==> src/rtl/cseq_pkg.sv <==
// Shared widths, state numbers and control-word bit positions of the
// control sequencer. Assumes a 6-bit state space.
package cseq_pkg;
    localparam int SW = 6;
    localparam int OPW = 4;
    localparam int CW = 24;

    typedef logic [SW-1:0] st_t;

    // fetch and decode
    localparam st_t S_FETCH  = 6'd18;
    localparam st_t S_IFRD   = 6'd33;
    localparam st_t S_LDIR   = 6'd35;
    localparam st_t S_DECODE = 6'd32;
    // routine entries (number equals opcode)
    localparam st_t S_BR   = 6'd0;
    localparam st_t S_ADD  = 6'd1;
    localparam st_t S_LD   = 6'd2;
    localparam st_t S_ST   = 6'd3;
    localparam st_t S_JSR  = 6'd4;
    localparam st_t S_AND  = 6'd5;
    localparam st_t S_LDR  = 6'd6;
    localparam st_t S_STR  = 6'd7;
    localparam st_t S_RTI  = 6'd8;
    localparam st_t S_NOT  = 6'd9;
    localparam st_t S_LDI  = 6'd10;
    localparam st_t S_STI  = 6'd11;
    localparam st_t S_JMP  = 6'd12;
    localparam st_t S_ILL  = 6'd13;
    localparam st_t S_LEA  = 6'd14;
    localparam st_t S_TRAP = 6'd15;
    // follow-on states
    localparam st_t S_WR     = 6'd16;
    localparam st_t S_JSRR   = 6'd20;
    localparam st_t S_JSRO   = 6'd21;
    localparam st_t S_BRTK   = 6'd22;
    localparam st_t S_STMDR  = 6'd23;
    localparam st_t S_LDIRD  = 6'd24;
    localparam st_t S_LDRD   = 6'd25;
    localparam st_t S_LDIPTR = 6'd26;
    localparam st_t S_LDWB   = 6'd27;
    localparam st_t S_TRRD   = 6'd28;
    localparam st_t S_STIRD  = 6'd29;
    localparam st_t S_TRPC   = 6'd30;
    localparam st_t S_STIPTR = 6'd31;
    localparam st_t S_IRQ    = 6'd49;
    // hand-off targets (sequenced elsewhere)
    localparam st_t T_RTI   = 6'd36;
    localparam st_t T_PUSH  = 6'd37;
    localparam st_t T_PRIV  = 6'd44;
    localparam st_t T_SWSTK = 6'd45;

    // control-word bit positions
    localparam int B_LD_MAR   = 0;
    localparam int B_LD_MDR   = 1;
    localparam int B_LD_IR    = 2;
    localparam int B_LD_BEN   = 3;
    localparam int B_LD_REG   = 4;
    localparam int B_LD_CC    = 5;
    localparam int B_LD_PC    = 6;
    localparam int B_G_PC     = 7;
    localparam int B_G_MDR    = 8;
    localparam int B_G_ALU    = 9;
    localparam int B_G_ADR    = 10;
    localparam int B_MEM_EN   = 11;
    localparam int B_MEM_WE   = 12;
    localparam int B_ALUK     = 13;   // 2 bits
    localparam int B_PCSEL    = 15;   // 2 bits
    localparam int B_A1SEL    = 17;
    localparam int B_A2SEL    = 18;   // 2 bits
    localparam int B_ADRSEL   = 20;
    localparam int B_DRSEL    = 21;   // 2 bits
    localparam int B_SR1SEL   = 23;

    // field codes
    localparam logic [1:0] ALU_ADD = 2'd0, ALU_AND = 2'd1, ALU_NOT = 2'd2, ALU_PASS = 2'd3;
    localparam logic [1:0] PC_INC = 2'd0, PC_BUS = 2'd1, PC_SUM = 2'd2;
    localparam logic [1:0] A2_ZERO = 2'd0, A2_OFF6 = 2'd1, A2_OFF9 = 2'd2, A2_OFF11 = 2'd3;
    localparam logic [1:0] DR_IR = 2'd0, DR_R7 = 2'd1;
endpackage

==> src/rtl/cseq_next.sv <==
// Next-state logic of the sequencer. Purely combinational. Memory states
// hold on a low ready; the fetch state checks the interrupt request once.
// Also names the flow that takes over in hand-off states.
module cseq_next
    import cseq_pkg::*;
(
    input  st_t              state_i,
    input  logic [OPW-1:0]   ir_op_i,
    input  logic             jsr_off_i,
    input  logic             ben_i,
    input  logic             mem_ready_i,
    input  logic             irq_i,
    input  logic             priv_user_i,
    output st_t              next_o,
    output st_t              tgt_o
);
    // pick the successor of the current state
    always_comb begin
        next_o = S_FETCH;
        tgt_o  = priv_user_i ? T_SWSTK : T_PUSH;
        case (state_i)
            S_FETCH:  next_o = irq_i ? S_IRQ : S_IFRD;
            S_IFRD:   next_o = mem_ready_i ? S_LDIR : S_IFRD;
            S_LDIR:   next_o = S_DECODE;
            S_DECODE: next_o = {{(SW-OPW){1'b0}}, ir_op_i};
            S_BR:     next_o = ben_i ? S_BRTK : S_FETCH;
            S_LD:     next_o = S_LDRD;
            S_LDR:    next_o = S_LDRD;
            S_LDRD:   next_o = mem_ready_i ? S_LDWB : S_LDRD;
            S_ST:     next_o = S_STMDR;
            S_STR:    next_o = S_STMDR;
            S_STMDR:  next_o = S_WR;
            S_WR:     next_o = mem_ready_i ? S_FETCH : S_WR;
            S_JSR:    next_o = jsr_off_i ? S_JSRO : S_JSRR;
            S_LDI:    next_o = S_LDIRD;
            S_LDIRD:  next_o = mem_ready_i ? S_LDIPTR : S_LDIRD;
            S_LDIPTR: next_o = S_LDRD;
            S_STI:    next_o = S_STIRD;
            S_STIRD:  next_o = mem_ready_i ? S_STIPTR : S_STIRD;
            S_STIPTR: next_o = S_STMDR;
            S_TRAP:   next_o = S_TRRD;
            S_TRRD:   next_o = mem_ready_i ? S_TRPC : S_TRRD;
            S_RTI:    tgt_o  = priv_user_i ? T_PRIV : T_RTI;
            default:  next_o = S_FETCH;
        endcase
    end
endmodule

==> src/rtl/cseq_rom.sv <==
// State-indexed control-word lookup. Combinational; the caller registers
// the result. Unlisted states give an all-zero (idle) word.
module cseq_rom
    import cseq_pkg::*;
(
    input  st_t            state_i,
    output logic [CW-1:0]  word_o
);
    // build the control word for the given state
    always_comb begin
        word_o = '0;
        case (state_i)
            S_FETCH: begin
                word_o[B_LD_MAR] = 1'b1; word_o[B_LD_PC] = 1'b1; word_o[B_G_PC] = 1'b1;
                word_o[B_PCSEL +: 2] = PC_INC;
            end
            S_IFRD, S_LDRD, S_LDIRD, S_STIRD, S_TRRD: begin
                word_o[B_LD_MDR] = 1'b1; word_o[B_MEM_EN] = 1'b1;
            end
            S_LDIR: begin
                word_o[B_LD_IR] = 1'b1; word_o[B_G_MDR] = 1'b1;
            end
            S_DECODE: word_o[B_LD_BEN] = 1'b1;
            S_BRTK, S_JSRO: begin
                word_o[B_LD_PC] = 1'b1; word_o[B_PCSEL +: 2] = PC_SUM;
                word_o[B_A1SEL] = 1'b0;
                word_o[B_A2SEL +: 2] = (state_i == S_BRTK) ? A2_OFF9 : A2_OFF11;
            end
            S_ADD, S_AND, S_NOT: begin
                word_o[B_LD_REG] = 1'b1; word_o[B_LD_CC] = 1'b1; word_o[B_G_ALU] = 1'b1;
                word_o[B_SR1SEL] = 1'b1; word_o[B_DRSEL +: 2] = DR_IR;
                word_o[B_ALUK +: 2] = (state_i == S_ADD) ? ALU_ADD :
                                      (state_i == S_AND) ? ALU_AND : ALU_NOT;
            end
            S_LD, S_ST, S_LDI, S_STI, S_LDR, S_STR: begin
                word_o[B_LD_MAR] = 1'b1; word_o[B_G_ADR] = 1'b1; word_o[B_ADRSEL] = 1'b1;
                if (state_i == S_LDR || state_i == S_STR) begin
                    word_o[B_A1SEL] = 1'b1; word_o[B_SR1SEL] = 1'b1;
                    word_o[B_A2SEL +: 2] = A2_OFF6;
                end else begin
                    word_o[B_A2SEL +: 2] = A2_OFF9;
                end
            end
            S_LDWB: begin
                word_o[B_LD_REG] = 1'b1; word_o[B_LD_CC] = 1'b1; word_o[B_G_MDR] = 1'b1;
            end
            S_STMDR: begin
                word_o[B_LD_MDR] = 1'b1; word_o[B_G_ALU] = 1'b1;
                word_o[B_ALUK +: 2] = ALU_PASS;
            end
            S_WR: begin
                word_o[B_MEM_EN] = 1'b1; word_o[B_MEM_WE] = 1'b1;
            end
            S_JSR: begin
                word_o[B_LD_REG] = 1'b1; word_o[B_G_PC] = 1'b1;
                word_o[B_DRSEL +: 2] = DR_R7;
            end
            S_JSRR, S_JMP: begin
                word_o[B_LD_PC] = 1'b1; word_o[B_PCSEL +: 2] = PC_SUM;
                word_o[B_A1SEL] = 1'b1; word_o[B_SR1SEL] = 1'b1;
                word_o[B_A2SEL +: 2] = A2_ZERO;
            end
            S_LDIPTR, S_STIPTR: begin
                word_o[B_LD_MAR] = 1'b1; word_o[B_G_MDR] = 1'b1;
            end
            S_LEA: begin
                word_o[B_LD_REG] = 1'b1; word_o[B_LD_CC] = 1'b1; word_o[B_G_ADR] = 1'b1;
                word_o[B_ADRSEL] = 1'b1; word_o[B_A2SEL +: 2] = A2_OFF9;
            end
            S_TRAP: begin
                word_o[B_LD_MAR] = 1'b1; word_o[B_G_ADR] = 1'b1; word_o[B_ADRSEL] = 1'b0;
            end
            S_TRPC: begin
                word_o[B_LD_PC] = 1'b1; word_o[B_G_MDR] = 1'b1;
                word_o[B_PCSEL +: 2] = PC_BUS;
            end
            default: word_o = '0;
        endcase
    end
endmodule

==> src/rtl/cseq_ben.sv <==
// Branch-enable register. Latches the masked condition codes while the
// load strobe is high; holds otherwise. Clears on reset.
module cseq_ben (
    input  logic       clk,
    input  logic       rst_n,
    input  logic       load_i,
    input  logic [2:0] mask_i,
    input  logic [2:0] nzp_i,
    output logic       ben_o
);
    // capture the branch decision during decode
    always_ff @(posedge clk) begin
        if (!rst_n)      ben_o <= 1'b0;
        else if (load_i) ben_o <= |(mask_i & nzp_i);
    end
endmodule

==> src/rtl/cseq_top.sv <==
// Control sequencer top. Registers the state number and the control word
// for that state together, so the word is stable for the whole state.
// Assumes the datapath acts on ctrl_o and reports memory completion.
module cseq_top
    import cseq_pkg::*;
(
    input  logic            clk,
    input  logic            rst_n,
    input  logic [3:0]      ir_op_i,
    input  logic [2:0]      ir_mode_i,
    input  logic [2:0]      cc_nzp_i,
    input  logic            mem_ready_i,
    input  logic            irq_i,
    input  logic            priv_user_i,
    output logic [5:0]      state_o,
    output logic [23:0]     ctrl_o,
    output logic            ben_o,
    output logic            handoff_o,
    output logic [5:0]      handoff_tgt_o
);
    st_t           state_q, next_s, state_d, tgt_s;
    logic [CW-1:0] word_d, ctrl_q;
    logic          ben_s;

    cseq_next next_i (
        .state_i(state_q), .ir_op_i(ir_op_i), .jsr_off_i(ir_mode_i[2]),
        .ben_i(ben_s), .mem_ready_i(mem_ready_i), .irq_i(irq_i),
        .priv_user_i(priv_user_i), .next_o(next_s), .tgt_o(tgt_s)
    );

    // reset forces the fetch state into both registers
    always_comb state_d = rst_n ? next_s : S_FETCH;

    cseq_rom rom_i (.state_i(state_d), .word_o(word_d));

    cseq_ben ben_i (
        .clk(clk), .rst_n(rst_n), .load_i(state_q == S_DECODE),
        .mask_i(ir_mode_i), .nzp_i(cc_nzp_i), .ben_o(ben_s)
    );

    // state number and control word advance together
    always_ff @(posedge clk) begin
        state_q <= state_d;
        ctrl_q  <= word_d;
    end

    // hand-off flag for flows sequenced outside this block
    always_comb handoff_o = (state_q == S_RTI) || (state_q == S_ILL) || (state_q == S_IRQ);

    assign state_o       = state_q;
    assign ctrl_o        = ctrl_q;
    assign ben_o         = ben_s;
    assign handoff_tgt_o = tgt_s;
endmodule

==> config.mk <==
export PLATFORM = sky130hd
export DESIGN_NAME = cseq_top
export DESIGN_NICKNAME = d
export VERILOG_FILES = /design/src/rtl/cseq_pkg.sv /design/src/rtl/cseq_next.sv /design/src/rtl/cseq_rom.sv /design/src/rtl/cseq_ben.sv /design/src/rtl/cseq_top.sv
export SDC_FILE = /design/constraint.sdc
export NUM_CORES = 1
export LEC_CHECK = 0
export BUFFER_PORTS_ARGS = -buffer_cell sky130_fd_sc_hd__buf_4
export CORE_MARGIN = 10
export CORE_UTILIZATION = 45
export CTS_CLUSTER_DIAMETER = 150
export CTS_CLUSTER_SIZE = 30
export DETAILED_ROUTE_END_ITERATION = 8
export PLACE_DENSITY = 0.76
export SLEW_MARGIN = 5
export SYNTH_ARGS = -nofsm -noshare
export SYNTH_HDL_FRONTEND = slang
export SYNTH_SLANG_ARGS = --single-unit
==> constraint.sdc <==
create_clock -name clk -period 3.8 [get_ports clk]
set_clock_uncertainty 0.05 [all_clocks]
set_input_delay 0.76 -clock clk [delete_from_list [all_inputs] [get_ports clk]]
set_output_delay 0.76 -clock clk [all_outputs]
set_load 0.005 [all_outputs]
== Word-level counts from Yosys, hierarchy flattened ==
Index checks and enable logic that the tools add are counted.

* Register bits after elaboration: 31
* Input bits: 15
* Output and inout port bits: 38
* Latch bits: 0
* Memories kept: 0
* Logic and storage cells: 120
* ROM bits: 0
* Bits in writable memories: 0

* Shifts and indexed selects: 0
* Muxes and demuxes: 39
* Add/subtract/negate cells: 0
* Order comparisons: 0
* Eq/ne operators: 53
* Divide/modulo/power cells: 0
* Bitwise logic cells: 1
* Reduce and logical (&&, ||, !) cells: 24
* Multiply operators: 0

{| class="wikitable"
|+ Operator list
! operator !! number
|-
| 6-bit by 5-bit equality test with 1-bit output, second input constant || 23
|-
| 6-bit case mux with 17 select lines || 1
|-
| 6-bit by 4-bit equality test with 1-bit output, second input constant || 11
|-
| 6-bit by 3-bit equality test with 1-bit output, second input constant || 7
|-
| 6-bit equality test, second input constant || 7
|-
| 6-bit OR reduction || 5
|-
| 6-bit by 2-bit equality test with 1-bit output, second input constant || 4
|-
| 1-bit two-way mux || 18
|-
| 2-bit two-way mux || 9
|-
| 5-bit OR reduction || 3
|-
| 6-bit two-way mux || 2
|-
| 3-bit OR reduction || 4
|-
| 10-bit OR reduction || 1
|-
| 4-bit two-way mux || 2
|-
| 2-bit case mux with 2 select lines || 2
|-
| 4-bit OR reduction || 2
|-
| 8-bit OR reduction || 1
|-
| 7-bit OR reduction || 1
|-
| 6-bit by 1-bit equality test with 1-bit output, second input constant || 1
|-
| 6-bit zero test || 1
|-
| 2-bit case mux with 3 select lines || 1
|-
| 2-bit OR reduction || 3
|-
| 5-bit two-way mux || 1
|-
| 1-bit case mux with 2 select lines || 2
|-
| 3 further kinds || 5
|}

== Depth between registers and ports, before layout ==
Gate-level depths: netlist of the first run.

* Depth after elaboration: 8
* Mapped depth: 11
* Gate-level depth less buffers: 8

== Modules after synthesis ==
From an unflattened synthesis of the first run, not the netlist that was laid out.

* Cells, all modules: 209
* Area total of the unflattened synthesis: 1756.7 µm²

{| class="wikitable"
|+ Modules (own cells, without submodules)
! module !! times used !! cells each !! area each (µm²)
|-
| cseq_top || 1 || 42 || 685.7
|-
| cseq_rom || 1 || 90 || 531.8
|-
| cseq_next || 1 || 73 || 499.2
|-
| cseq_ben || 1 || 4 || 40.0
|}

== Worst setup path after synthesis of the first run ==
Ideal clock, no wire load.

* Kind: register to register
* Start point: register state_q[3] (netlist: state_o[3])
* End point: register ctrl_q[13] (netlist: ctrl_o[13])
* Path slack: 1.111 ns
* Setup time: 0.066 ns
* Arrival: 2.573 ns
* Required time: 3.684 ns
* Cell stages (with the launch flop): 8
* Cells stage by stage: dfxtp_1 > or4_4 > or3_1 > o221ai_2 > or4b_1 > buf_2 > or4_4 > a21oi_2

* Cells in the longest elaborated chain, start to end: 8

{| class="wikitable"
|+ Ends and longest elaborated chain
! what !! RTL line !! text
|-
| from (decl) || cseq_top.sv:21 || <nowiki>st_t state_q, next_s, state_d, tgt_s;</nowiki>
|-
| from (signal assigned) || cseq_top.sv:43 || <nowiki>state_q <= state_d;</nowiki>
|-
| 6-bit by 2-bit equality test with 1-bit output (tied with other cells) || cseq_next.sv:21 || <nowiki>case (state_i)</nowiki>
|-
| 3-bit OR reduction (no line) || n/a ||
|-
| 6-bit case mux with 17 select lines (*) || cseq_next.sv:21 ||
|-
| 6-bit two-way mux (*) || cseq_top.sv:32 || <nowiki>always_comb state_d = rst_n ? next_s : S_FETCH;</nowiki>
|-
| 6-bit by 3-bit equality test with 1-bit output || cseq_rom.sv:12, cseq_rom.sv:33 ||
|-
| 2-bit two-way mux || cseq_rom.sv:33 || <nowiki>(state_i == S_AND) ? ALU_AND : ALU_NOT;</nowiki>
|-
| 2-bit two-way mux || cseq_rom.sv:32 || <nowiki>word_o[B_ALUK +: 2] = (state_i == S_ADD) ? ALU_ADD :</nowiki>
|-
| 2-bit case mux with 2 select lines (*) || cseq_rom.sv:12 || <nowiki>case (state_i)</nowiki>
|-
| net rom_i.word_o[13] || cseq_rom.sv:7 || <nowiki>output logic [CW-1:0] word_o</nowiki>
|-
| to (signal assigned) || cseq_top.sv:44 || <nowiki>ctrl_q <= word_d;</nowiki>
|-
| to (decl) || cseq_top.sv:22 || <nowiki>logic [CW-1:0] word_d, ctrl_q;</nowiki>
|}

Mark *: on every way through the listed nets, which the timed path passes. The rest lies on a longest branch.
A chain may end at the register's enable or synchronous reset.

== Final worst setup path of the first run ==
Same ends and word-level chain as after synthesis.

==> results of run 1 <==
[metal layers]
| metal | GRT usage, % | vias to the layer above |
|---|---|---|
| li1 | - | 766 |
| met1 | 16.4 | 705 |
| met2 | 19.7 | 77 |
| met3 | 4.62 | 8 |
| met4 | 6.09 | 0 |
| met5 | 0 | - |
[through the flow]
step	setup WS [ns]	power, W
CTS	0.772	0.00125
finish	0.756	0.00125
global route	0.499	0.00134
detailed placement	0.790	0.000993
global placement	0.801	0.000996
floorplan	1.11	0.000823
[tightest hold or removal path, stage by stage (launching register included)]
cell and delay [ns]:
dfxtp_1 0.34, nor2_1 0.10, a211oi_1 0.05
[final timing paths]
check	startpoint	to	slack [ns]	depth (start not counted)
min reg2reg	ben_i.ben_o	ben_i.ben_o	0.48	2
min	ben_i.ben_o	ben_i.ben_o	0.48	2
max	state_o[3]	ctrl_o[13]	0.76	6
max reg2reg	state_o[3]	ctrl_o[13]	0.76	6
[cells by family (layout without fill, tap and decap cells)]
group / Yosys count / count (layout) / share of synthesized area [%]
buffers and inverters: 27 / 62 / 8.11
AND/OR/NAND/NOR: 81 / 81 / 28.9
AO/OA/AOI/OAI: 50 / 50 / 22.2
flip-flops: 30 / 30 / 37.8
XOR/XNOR: 1 / 1 / 0.551
other: 2 / 5 / 0.473
multiplexers: 3 / 3 / 1.97
[final cells by class]
class / instances / area, um2
fillers: 324 / 1370
multi-input cells: 140 / 871
flip-flops and latches: 30 / 601
repair buffers: 46 / 345
well taps: 46 / 57.6
clock buffers: 6 / 51.3
inverters: 9 / 33.8
clock inverters: 1 / 30.0
[sequential cells by signal (all words and copies together), names as in the netlist]
register     count
ctrl_o          23
ben_i.ben_o      1
state_o          6
[cells in the final DEF, fill, tap and decap left out, types with 4 or more instances in the layout]
cell,count
nor2_1,18
nor2b_1,8
nand2_1,13
clkbuf_4,5
a21oi_1,13
dfxtp_1,30
nand2b_1,5
nand3_1,7
inv_1,9
conb_1,5
o211ai_1,5
buf_4,46
nor3_1,4
[where the power goes]
group          leakage, nW  internal [W]  switching [W]  total, W
logic                0.588      0.000247       0.000272  0.000519
clock network       0.0443      0.000153       0.000102  0.000255
registers            0.244      0.000375       0.000105  0.000480
total                0.877      0.000775       0.000480   0.00125
==> results.md, run 1 <==
- Finished Core Util: 59.2%
- Vias in the first global route: 1476
- Worst setup path class: reg -> reg
- Fin. Hold Viols: 0
- Post-Syn Instances: 194
- Max FO, Critical Path: 17
- Io pins: 53
- Vias: 1556
- Yosys warns: 0
- CP bufs+invs: 0
- Req. time, crit path: 4.02 ns
- Vias per cell: 5.60
- RSZ-0062 raised after global routing: false
- Die Y-Extent: 79.4 um
- Hold slack: 0.484 ns
- Slowest-stage cell, CP: or4b_1
- CTS root buffer: clkbuf_4
- CTS resizes: 0
- Clk_lat worst skew: 0.32 ns
- Worst hold path class: reg -> reg
- Worst Setup Start Kind: flip-flop
- Largest net degree at the start of global routing: 25
- Nature of the critical path endpoint: flip-flop
- Syn avg cell area: 8.19 um2
- WL met2: 1.85 mm
- Most numerous cell in the Yosys netlist: dfxtp_1
- CTS clk-pin slew, worst paths: 0.09 ns
- Hold buffers post-CTS: 0
- Total CTS buffers: 5
- Post-synth ARST share: 0%
- DRT met1 WL: 1.91 mm
- Share of post-route cells with drive strength above 1: 25.9%
- Synth cell count leaders: dfxtp_1 (30), nor2_1 (18), a21oi_1 (13), nand2_1 (13), inv_1 (9)
- Starting density of the core: 47.2%
- Worst Max-Slew Pin Slew: 0.872 ns
- Share of the synthesized area in the top cell type: 37.8%
- Achievable Freq: 328 MHz
- Synthesized area: 1590 um2
- # H-tree levels: 2
- Gpl congestion: 0.889
- Post-DP Area: 1910 um2
- Headroom to the max-slew limit: 41.4%
- CP most frequent cell: or4_4
- Initial antenna violation count: 0
- Worst EP arrival: 3.26 ns
- CTS tree: built
- Max clock buf depth: 2
- TritonRoute pass-1 iters: 4
- Final cell area excluding filler cells: 1990 um2
- Number of synthesized flops with an enable pin: 0
- Seq/Total Area, Yosys: 37.8%
- Diodes inserted: 0
- Core Region: 3360 um2
- CP Cell Sequence: or4_4 -> or3_1 -> o221ai_2 -> or4b_1 -> or4_4 -> a21oi_2
- Status: completed
- Placed instance count: 271
- # DRC: 0
- Slowest stage delay, CP: 0.62 ns
- Antenna Nets Post-Route: 0
- PwrDens: 631 nW/um2
- Final setup TNS: 0 ns
- Row count: 21
- DR iter-0 viols: 131
- Flops & latches, synth: 30
- Top post-synthesis cells by area: dfxtp_1 (38%), nor2_1 (4.3%), a21oi_1 (4.1%)
- First-pass GRT wire length: 6.88 mm
- NumNets Final: 247
- Non-filler instance count after layout: 278
- Final setup vio count: 0
- CP delay by family, top: simple AND/OR/NAND/NOR gates
- Die ar.: 6310 um2
- # Post-CTS Setup Buffers: 0
- CTS Sinks: 30
- VDD IR max: 533 uV
- Largest area contributor in the netlist: dfxtp_1
- Max cap viols: 0
- Gr usage total: 13.2%
- Synth unique cells: 51
- Overflow after GRT: 0
- Port Buffers: 45
- Fin crit share: 80.1%
- WL final: 4.19 mm
- Tmin final: 3.04 ns
- Top layer in use: met4
- Ys flop type: dfxtp_1
- Pins Over Slew Limit: 0
- Die W: 79.4 um
- Leakage: 0.877 nW
- Layout area overhead: 25.2%
- HPWL after detailed placement: 3.06 mm
- Met3 WL: 364 um
- DR WL/cell: 15.1 um
Power figures use the tool's default switching activity.
==> run 2, diff against run 1 <==
Settings changed: PLACE_DENSITY 0.76 to 0.79.
Clock period 3.8 ns to 2.8 ns, I/O delays scaled along.
==> run 2 against run 1 <==
Final cell count up 5.8%. Critical endpoint unchanged. Largest power group unchanged. Sequential cell count stayed put. First-iteration DRC count rose by 67%. Global-route usage is 0.68 points higher. Critical path depth unchanged. Total power up 38%. Setup slack worse by 0.56 ns. Utilization is 2.7 points higher. Wire length up 3.9%. Register-to-register slack got worse by 0.56 ns.
==> results.md, run 2 (synthesis results as in run 1) <==
- CP bufs+invs: 0 (unchanged)
- Gr usage total: 13.8% (+0.68 points)
- Headroom to the max-slew limit: 58.0% (+17 points)
- Starting density of the core: 47.2% (unchanged)
- Port Buffers: 45 (unchanged)
- Diodes inserted: 0 (unchanged)
- Io pins: 53 (unchanged)
- CTS tree: built
- Finished Core Util: 61.9% (+2.7 points)
- Gpl congestion: 0.932 (+4.9%)
- Worst Max-Slew Pin Slew: 0.629 ns (-0.242 ns)
- Internal cell power: 0.00105 W (+36%)
- Reg power frac: 34.1% (-4.2 points)
- CTS clk-pin slew, worst paths: 0.09 ns (about the same)
- Final setup vio count: 0 (unchanged)
- WL final: 4.36 mm (+3.9%)
- Clk_lat worst skew: 0.32 ns (about the same)
- Sw Ratio: 39.2% (+1.0 points)
- VDD IR max: 438 uV (-18%)
- Vias in the first global route: 1545 (+4.7%)
- CP delay by family, top: simple AND/OR/NAND/NOR gates
- NetSw: 0.000679 W (+41%)
- CTS Sinks: 30 (unchanged)
- Clock power share: 14.8% (-5.5 points)
- Total CTS buffers: 5 (unchanged)
- Req. time, crit path: 3.01 ns (-1.01 ns)
- PwrDens: 831 nW/um2 (+32%)
- CP most frequent cell: or4_4
- Antenna Nets Post-Route: 0 (unchanged)
- Most common library cell in the layout ignoring fill and taps: buf_4
- DR iter-0 viols: 219 (+67%)
- Largest net degree at the start of global routing: 20 (-20%)
- CTS root buffer: clkbuf_4
- CTS resizes: 0 (unchanged)
- HPWL after detailed placement: 3.42 mm (+12%)
- Die Y-Extent: 79.4 um (unchanged)
- Worst hold path class: reg -> reg
- Vias: 1603 (+3.0%)
- Initial antenna violation count: 0 (unchanged)
- Achievable Freq: 383 MHz (+17%)
- # H-tree levels: 2 (unchanged)
- Worst Setup Start Kind: flip-flop
- Leakage: 0.943 nW (+7.5%)
- Row count: 21 (unchanged)
- Die W: 79.4 um (unchanged)
- Worst setup path class: reg -> reg
- # DRC: 0 (unchanged)
- Nature of the critical path endpoint: flip-flop
- Slowest-stage cell, CP: or4_4
- Hold buffers post-CTS: 0 (unchanged)
- Max cap viols: 0 (unchanged)
- Slowest stage delay, CP: 0.54 ns (-0.08 ns)
- Layout area overhead: 30.9%
- Die ar.: 6310 um2 (unchanged)
- TritonRoute pass-1 iters: 5 (+1)
- RSZ-0062 raised after global routing: false
- Status: completed
- DR WL/cell: 14.8 um (-1.7%)
- Fin. Hold Viols: 0 (unchanged)
- Reg2Reg Setup Slack: 0.19 ns (-0.56 ns)
- Tmin final: 2.61 ns (-0.435 ns)
- Share of post-route cells with drive strength above 1: 30.2% (+4.4 points)
- Comb power frac: 51.1% (+9.7 points)
- Max clock buf depth: 2 (unchanged)
- Overflow after GRT: 0 (unchanged)
- Fin crit share: 93.2% (+13 points)
- # Post-CTS Setup Buffers: 0 (unchanged)
- Final setup TNS: 0 ns (unchanged)
- Pins Over Slew Limit: 0 (unchanged)
- CP Cell Sequence: or4_4 -> or3_1 -> o221ai_2 -> or4b_1 -> or4_4 -> a21oi_2
- Vias per cell: 5.45 (-2.6%)
- Max FO, Critical Path: 4 (-13)
- Max reg flops: 23 (unchanged)
- NumNets Final: 262 (+6.1%)
- Core Region: 3360 um2 (unchanged)
- Worst EP arrival: 2.82 ns (-0.44 ns)
- First-pass GRT wire length: 7.23 mm (+5.1%)
- Most frequent cells in the layout: buf_4 (61), dfxtp_1 (30), nor2_1 (18), a21oi_1 (13), nand2_1 (13)
-- run 2: cell types whose count changed in the layout (fill, tap and decap cells not counted) --
cell | before | now
bufinv_16 | 1 | 0
clkbuf_1 | 0 | 1
clkinv_2 | 0 | 1
buf_4 | 46 | 61
-- run 2: path summary, 6_finish.rpt --
path / from / endpoint / cells past startpoint
setup / recovery: state_o[3] / ctrl_o[13] / 6
hold / removal: ben_i.ben_o / ben_i.ben_o / 2
setup reg to reg: state_o[3] / ctrl_o[13] / 6
hold reg to reg: ben_i.ben_o / ben_i.ben_o / 2
-- run 2: power groups by stage --
stage               Clock [W]  Combinational [W]  Sequential, W
floorplan                   0           0.000550       0.000567
global placement            0           0.000870       0.000595
detailed placement          0           0.000871       0.000598
CTS                  0.000259           0.000875       0.000589
global route         0.000286           0.000965       0.000603
finish               0.000255           0.000884       0.000590
-- run 2: per-stage QoR --
stage               power [W]  instance area [um2]  hold slack (ns)  setup slack [ns]  instances
floorplan             0.00112                 1600            0.454             0.111        197
global placement      0.00146                 2020            0.454             0.252        286
detailed placement    0.00147                 2020            0.462             0.225        286
CTS                   0.00172                 2080            0.476             0.193        294
global route          0.00185                 2080            0.478            0.0437        294
finish                0.00173                 2080            0.472             0.191        294
-- run 2: final cells by class --
class                   count  area [um2]
repair buffers             61         458
multi-input cells         140         871
fillers                   317        1280
clock buffers               7        55.1
clock inverters             1        5.00
flip-flops and latches     30         601
well taps                  46        57.6
inverters                   9        33.8
-- run 2: worst reg2reg max path, cell delays in order (launching register included) --
cell and delay, ns:
dfxtp_1 0.32, or4_4 0.54, or3_1 0.37, o221ai_2 0.07, or4b_1 0.51, or4_4 0.54, a21oi_2 0.14
-- run 2: per-layer routing --
metal	GRT usage, %	share of wire (%)
met1	18.0	47
met2	20.6	43
met5	0	0
met4	5.38	1.7
met3	4.39	8.4
